$ cat src/rtl/isa_align_pkg.sv
package isa_align_pkg;

  typedef enum logic {
    ST_WIDE    = 1'b0,
    ST_COMPACT = 1'b1
  } isa_state_e;

  typedef enum logic [1:0] {
    EV_NONE = 2'd0,
    EV_EXC  = 2'd1,
    EV_BX   = 2'd2,
    EV_ERET = 2'd3
  } isa_event_e;

  function automatic isa_event_e pick_event(input logic exc, input logic bx,
                                            input logic eret);
    if (exc)       return EV_EXC;
    else if (bx)   return EV_BX;
    else if (eret) return EV_ERET;
    else           return EV_NONE;
  endfunction

endpackage

$ cat src/rtl/isa_event_arb.sv
module isa_event_arb
  import isa_align_pkg::*;
(
  input  logic       exc_valid,
  input  logic       bx_valid,
  input  logic       eret_valid,
  output isa_event_e ev
);

  always_comb begin
    ev = pick_event(exc_valid, bx_valid, eret_valid);
  end

endmodule

$ cat src/rtl/isa_state_ctl.sv
module isa_state_ctl
  import isa_align_pkg::*;
(
  input  logic       clk,
  input  logic       rst,
  input  isa_event_e ev,
  input  logic       bx_sel,
  output logic       compact,
  output logic       saved
);

  isa_state_e state_q;
  logic       saved_q;

  always_ff @(posedge clk) begin
    if (rst) begin
      state_q <= ST_WIDE;
      saved_q <= 1'b0;
    end else begin
      unique case (ev)
        EV_EXC: begin
          saved_q <= state_q;
          state_q <= ST_WIDE;
        end
        EV_BX:   state_q <= bx_sel ? ST_COMPACT : ST_WIDE;
        EV_ERET: state_q <= saved_q ? ST_COMPACT : ST_WIDE;
        default: state_q <= state_q;
      endcase
    end
  end

  assign compact = (state_q == ST_COMPACT);
  assign saved   = saved_q;

endmodule

$ cat src/rtl/isa_pc_redirect.sv
module isa_pc_redirect
  import isa_align_pkg::*;
#(
  parameter int unsigned     AW           = 32,
  parameter logic [AW-1:0]   RESET_VECTOR = '0
) (
  input  logic          clk,
  input  logic          rst,
  input  isa_event_e    ev,
  input  logic [AW-1:0] bx_target,
  input  logic [AW-1:0] exc_vector,
  input  logic [AW-1:0] pc_in,
  output logic [AW-1:0] next_pc,
  output logic [AW-1:0] link,
  output logic          redirect
);

  logic [AW-1:0] bx_pc;
  logic [AW-1:0] vec_pc;

  always_comb begin
    bx_pc     = bx_target;
    bx_pc[0]  = 1'b0;
    if (!bx_target[0]) bx_pc[1] = 1'b0;
    vec_pc    = exc_vector;
    vec_pc[1:0] = 2'b00;
  end

  always_ff @(posedge clk) begin
    if (rst) begin
      next_pc  <= RESET_VECTOR;
      link     <= '0;
      redirect <= 1'b0;
    end else begin
      redirect <= 1'b0;
      unique case (ev)
        EV_EXC: begin
          next_pc  <= vec_pc;
          link     <= pc_in;
          redirect <= 1'b1;
        end
        EV_BX: begin
          next_pc  <= bx_pc;
          redirect <= 1'b1;
        end
        default: ;
      endcase
    end
  end

endmodule

$ cat src/rtl/isa_fetch_align.sv
module isa_fetch_align #(
  parameter int unsigned DW = 32
) (
  input  logic          clk,
  input  logic          rst,
  input  logic          compact,
  input  logic          half_sel,
  input  logic [DW-1:0] fetch_word,
  output logic [DW-1:0] instr
);

  localparam int unsigned HW = DW / 2;

  logic [HW-1:0] half;
  logic [DW-1:0] aligned;

  always_comb begin
    half    = half_sel ? fetch_word[DW-1:HW] : fetch_word[HW-1:0];
    aligned = compact ? {{HW{1'b0}}, half} : fetch_word;
  end

  always_ff @(posedge clk) begin
    if (rst) instr <= '0;
    else     instr <= aligned;
  end

endmodule

$ cat src/rtl/isa_state_align.sv
module isa_state_align
  import isa_align_pkg::*;
#(
  parameter int unsigned   AW           = 32,
  parameter int unsigned   DW           = 32,
  parameter logic [AW-1:0] RESET_VECTOR = '0
) (
  input  logic          clk,
  input  logic          rst,
  input  logic          bx_valid,
  input  logic [AW-1:0] bx_target,
  input  logic          exc_valid,
  input  logic [AW-1:0] exc_vector,
  input  logic          eret_valid,
  input  logic [AW-1:0] pc_in,
  input  logic [DW-1:0] fetch_word,
  output logic          compact_o,
  output logic [AW-1:0] next_pc_o,
  output logic          redirect_o,
  output logic [AW-1:0] link_o,
  output logic [DW-1:0] instr_o
);

  isa_event_e ev;
  logic       compact_w;
  logic       saved_w;

  isa_event_arb i_arb (
    .exc_valid (exc_valid),
    .bx_valid  (bx_valid),
    .eret_valid(eret_valid),
    .ev        (ev)
  );

  isa_state_ctl i_state (
    .clk    (clk),
    .rst    (rst),
    .ev     (ev),
    .bx_sel (bx_target[0]),
    .compact(compact_w),
    .saved  (saved_w)
  );

  isa_pc_redirect #(.AW(AW), .RESET_VECTOR(RESET_VECTOR)) i_pc (
    .clk       (clk),
    .rst       (rst),
    .ev        (ev),
    .bx_target (bx_target),
    .exc_vector(exc_vector),
    .pc_in     (pc_in),
    .next_pc   (next_pc_o),
    .link      (link_o),
    .redirect  (redirect_o)
  );

  isa_fetch_align #(.DW(DW)) i_align (
    .clk       (clk),
    .rst       (rst),
    .compact   (compact_w),
    .half_sel  (pc_in[1]),
    .fetch_word(fetch_word),
    .instr     (instr_o)
  );

  assign compact_o = compact_w;

endmodule

$ cat config.mk
export PLATFORM = sky130hd
export DESIGN_NAME = isa_state_align
export DESIGN_NICKNAME = d
export VERILOG_FILES = /design/src/rtl/isa_align_pkg.sv /design/src/rtl/isa_event_arb.sv /design/src/rtl/isa_state_ctl.sv /design/src/rtl/isa_pc_redirect.sv /design/src/rtl/isa_fetch_align.sv /design/src/rtl/isa_state_align.sv
export SDC_FILE = /design/constraint.sdc
export NUM_CORES = 1
export LEC_CHECK = 0
export ABC_AREA = 0
export BUFFER_PORTS_ARGS = -buffer_cell sky130_fd_sc_hd__buf_2
export CORE_MARGIN = 2
export CORE_UTILIZATION = 44
export CTS_BUF_LIST = sky130_fd_sc_hd__clkbuf_8 sky130_fd_sc_hd__clkbuf_16
export CTS_CLUSTER_SIZE = 16
export DETAILED_ROUTE_END_ITERATION = 8
export GPL_TIMING_DRIVEN = 1
export PLACE_DENSITY = 0.85
export SYNTH_ARGS = -nofsm -noshare
export SYNTH_HDL_FRONTEND = slang
export SYNTH_HIERARCHICAL = 1
export SYNTH_SLANG_ARGS = --single-unit
$ cat constraint.sdc
create_clock -name clk -period 1.8 [get_ports clk]
set_input_delay 0.27 -clock clk [delete_from_list [all_inputs] [get_ports clk]]
set_output_delay 0.27 -clock clk [all_outputs]
set_load 0.05 [all_outputs]
=== Word level (Yosys, flattened, before mapping) ===
Index checks and enable logic that the tools add are counted.

* Register bits: 99
* Word-level logic and storage cells: 25
* Input port bits: 133

* Reduce and logical (&&, ||, !) cells: 4
* Eq/ne operators: 3
* Muxes and demuxes: 11

{| class="wikitable"
|+ Operators by type and width
! operator !! number
|-
| 32-bit case mux with 2 select lines || 1
|-
| 16-bit two-way mux || 2
|-
| 2-bit two-way mux || 3
|-
| 2-bit == test, second input constant || 2
|-
| 1-bit two-way mux || 4
|-
| 2-bit OR reduction || 2
|-
| 1-bit case mux with 3 select lines || 1
|-
| 3-bit nonzero test || 1
|-
| 2-bit by 1-bit == test with 1-bit output, second input constant || 1
|-
| 2-bit nonzero test || 1
|}

=== Depth between registers and ports, before layout ===
* Depth in word-level cells: 6
* Depth in mapped cells: 8

=== Cells and area by module ===
Netlist, hierarchy kept.

{| class="wikitable"
|+ By module, submodules not included
! module !! instances !! area an instance (µm²) !! cells each
|-
| isa_pc_redirect || 1 || 2668.8 || 250
|-
| isa_fetch_align || 1 || 1196.1 || 107
|-
| isa_state_ctl || 1 || 86.3 || 9
|-
| isa_event_arb || 1 || 18.8 || 4
|}

=== Worst setup path after synthesis ===
Ideal clock, no wire load.

* Path type: input to register
* Start point: input bx_valid
* End point: register i_pc.next_pc[11]
* Arrival: 1.319 ns
* Slack: 0.342 ns
* Stages on the path: 7
* Library setup time: 0.139 ns
* Path through: inv_1 -> a21o_1 -> inv_1 -> ha_1 -> inv_1 -> clkbuf_1 -> a211oi_1

* Word-level cells in the longest chain between the ends: 4

{| class="wikitable"
|+ RTL lines
! element !! RTL line !! source
|-
| start: declaration || isa_state_align.sv:10 || <nowiki>input logic bx_valid,</nowiki>
|-
| 2-bit two-way mux * || isa_align_pkg.sv:18 || <nowiki>else if (bx) return EV_BX;</nowiki>
|-
| 2-bit two-way mux * || isa_align_pkg.sv:17 || <nowiki>if (exc) return EV_EXC;</nowiki>
|-
| via ev[0] || isa_state_align.sv:24 || <nowiki>isa_event_e ev;</nowiki>
|-
| 2-bit == test or 2-bit by 1-bit == test with 1-bit output (tied branches) || isa_pc_redirect.sv:36 || <nowiki>unique case (ev)</nowiki>
|-
| 32-bit case mux with 2 select lines or 2-bit nonzero test (tied branches) || - ||
|-
| end signal: assignment || isa_pc_redirect.sv:38 || <nowiki>next_pc <= vec_pc;</nowiki>
|-
| end signal: assignment || isa_pc_redirect.sv:43 || <nowiki>next_pc <= bx_pc;</nowiki>
|-
| end: declaration || isa_pc_redirect.sv:13 || <nowiki>output logic [AW-1:0] next_pc,</nowiki>
|}

The timed path passes the listed nets; every way through them passes the cells marked *. The select of a mux whose other input is x is not followed.
A chain may end at the register's enable or synchronous reset.

=== Final worst setup path ===
* Start point: input bx_valid
* End point: register i_pc.next_pc[18]

The elaborated chain is that of the path after synthesis.

==> out/qor.yml <==
status:
  status: "finished clean"
drt:
  m1WireLength_microns: 3940
  wirelength_microns: 10100
  avgViaCountPerCell: 4.93
  wl_met2_microns: 5090
  route.detailed.drc: 0
  drtPass1Iterations: 7
  drtAntennaViolNets: 0
  wl_per_cell_microns: 14.4
  dr_total_vias: 3438
  top_layer: "met4"
  drt_iter0_markers: 57
  wl_met3_microns: 755
logic_synthesis:
  synth_top_family_by_area: "multiplexers"
  syn_avg_cell_area_sq_um: 10.7
  syn_nets: 505
  netlist.area_leader.share_pct: 49.4
  synth_edf_count: 0
  synthCells: 370
  synth_xor_area_share_pct: 0
  muxShareOfSynthArea_pct: 16.2
  synth_area_leaders: "dfxtp_1, mux2i_1, a211oi_1"
  synth_cell_type_count: 28
  ys_ff_latch: 98
  synth_simple_gate_area_share_pct: 13.6
  synth.cell_area_sq_um: 3970
  synth_top_area_cell: "dfxtp_1"
  synthFlopType: "dfxtp_1"
  synth-seq-area-share_pct: 49.4
  synth_compound_gate_area_share_pct: 13.9
  synthAdderAreaFrac_pct: 0.630
  synth_warnings: 6
  synthArstFlopShare_pct: 0
placed_design:
  placed_area_sq_um: 5140
  place_ws_ns: -0.0939
  portBuffers: 227
  dp_hpwl_microns: 7670
  place_inst: 683
  gp_congestion: 0.864
global_route:
  grt_overflow_total: 0
  grt_usage_pct: 19.8
  grt_pass1_vias: 3515
  grt_pass1_wl_microns: 15700
  antenna_found_initial: 0
  grt_max_degree: 54
timing:
  tns_ns: 0
  fin_worst_skew_ns: 0.00783
  setup_viol: 0
  holdWs_ns: 0.129
  slew_viol_final: 0
  worstMarginPinSlew_ns: 0.554
  timing.final.crit_share_pct: 85.7
  max_freq_mhz: 648
  rsz0062_at_grt: "false"
  fin_ws_ns: 0.257
  slew_headroom_pct: 63.0
  hold_viol: 0
  period_needed_ns: 1.54
clocking:
  root_buffer: "clkbuf_8"
  cts_made_buffers: 9
  clk_transition_reported_paths_ns: 0.10
  cts_setup_buffers: 0
  cts_resized: 0
  cts_tree: "done"
  cts_sinks: 98
  cts.htree.levels: 3
  worstSkewPairLatency_ns: 0.35
  clk_path_buf_depth: 2
  hold_buffers: 0
finish:
  register_area_sq_um: 1960
  diodes: 0
  design_area_sq_um: 5370
  area_delta_synth_final_pct: 35.1
  finalNetCount: 721
  n_fill_cell: 723
  multi_input_area_sq_um: 1770
  drive_above_1_share_pct: 46.3
  final_core_util_pct: 61.5
  instances_no_fill: 698
worst_setup_path:
  path_max_fanout: 34
  setup.worst_path.start_class: "input pin"
  path_class: "input pin to flip-flop"
  cp.arrival_ns: 1.80
  worstPathRequired_ns: 2.06
  end_kind: "flip-flop"
worst_hold_path:
  hold_class: "input pin to flip-flop"
die:
  die_y_microns: 99.0
  ioPinCount: 231
  dieArea_sq_um: 9800
  core-area_sq_um: 8720
  num_rows: 34
  fp.dieW_microns: 99.0
  initial_core_util_pct: 45.5
job:
  maxCapViolCount: 0
power:
  p_total_mw: 5.44
  power_density_nw_per_um2: 1010
  ir_worst_vdd_mv: 0.586
  cellLeakagePower_nw: 2.67
## registers in the layout, indices dropped and copies added (netlist names)
name             flops
i_align/instr       32
i_pc/link           32
i_pc/next_pc        31
i_pc/redirect        1
i_state/compact      1
i_state/saved        1
## logic make-up after synthesis
group / count (synthesis)
AND/OR/NAND/NOR: 104
flip-flops: 98
AO/OA/AOI/OAI: 65
multiplexers: 64
buffers and inverters: 36
adder cells (fa/ha/maj): 2
other: 1
## area by class of cell
type | count | area share, %
well taps | 108 | 2.52
repair buffers | 237 | 23.5
clock inverters | 5 | 1.59
inverters | 4 | 0.280
flip-flops and latches | 98 | 36.6
multi-input cells | 236 | 33.0
clock buffers | 10 | 2.57
## worst max-delay path, stage by stage
cell and delay (ns):
buf_2 0.11, inv_1 0.05, a21o_1 0.13, inv_1 0.05
ha_2 0.61, inv_1 0.14, buf_12 0.20, a211oi_1 0.25
## metal layers
| metal | vias to the layer above | GRT usage [%] |
|---|---|---|
| met3 | 29 | 5.74 |
| met5 | - | 0 |
| met1 | 1561 | 21.0 |
| li1 | 1698 | - |
| met2 | 150 | 35.7 |
| met4 | 0 | 9.38 |
## where the power goes
part | internal (mW) | switching, mW | leakage (nW) | total (mW)
registers | 2.34 | 0.0750 | 0.812 | 2.41
clock network | 0.824 | 0.744 | 0.109 | 1.57
logic | 0.461 | 0.993 | 1.75 | 1.45
## Yosys cell counts, types with 2 or more instances
cell type	n
nor2_1	38
clkbuf_1	9
buf_2	9
mux2i_1	63
inv_1	4
buf_4	5
ha_1	2
a21oi_1	3
and2_1	16
nand3_1	16
a21oi_2	14
buf_12	3
buf_6	4
nor2b_1	30
buf_1	2
a211oi_1	27
a211oi_2	3
a21bo_1	15
dfxtp_1	98
## cell usage in the layout, fill, tap and decap left out, drive strengths merged
master	netlist	layout
nand4b	1	1
nand3	16	16
a21o	1	1
clkinvlp	0	1
a21bo	16	16
inv	4	6
nand2b	1	1
mux2	1	1
bufinv	0	2
nor2b	30	30
mux2i	63	63
clkbuf	9	10
a22oi	1	1
a211oi	30	30
dfxtp	98	98
nand2	1	1
nor2	39	39
and2	16	16
ha	2	2
buf	23	237
a21oi	17	17
conb	1	1
## final timing paths
| kind | slack (ns) | from | end | depth (start not counted) |
|---|---|---|---|---|
| worst max-delay path | 0.26 | bx_valid | i_pc/next_pc[18] | 8 |
| worst min-delay path | 0.13 | fetch_word[21] | i_align/instr[21] | 2 |
| worst max register to register | 0.53 | i_state/compact | i_align/instr[7] | 3 |
| worst min register to register | 0.48 | i_pc/next_pc[1] | i_pc/next_pc[1] | 2 |
Note: power is estimated with default switching activity, not from simulation.
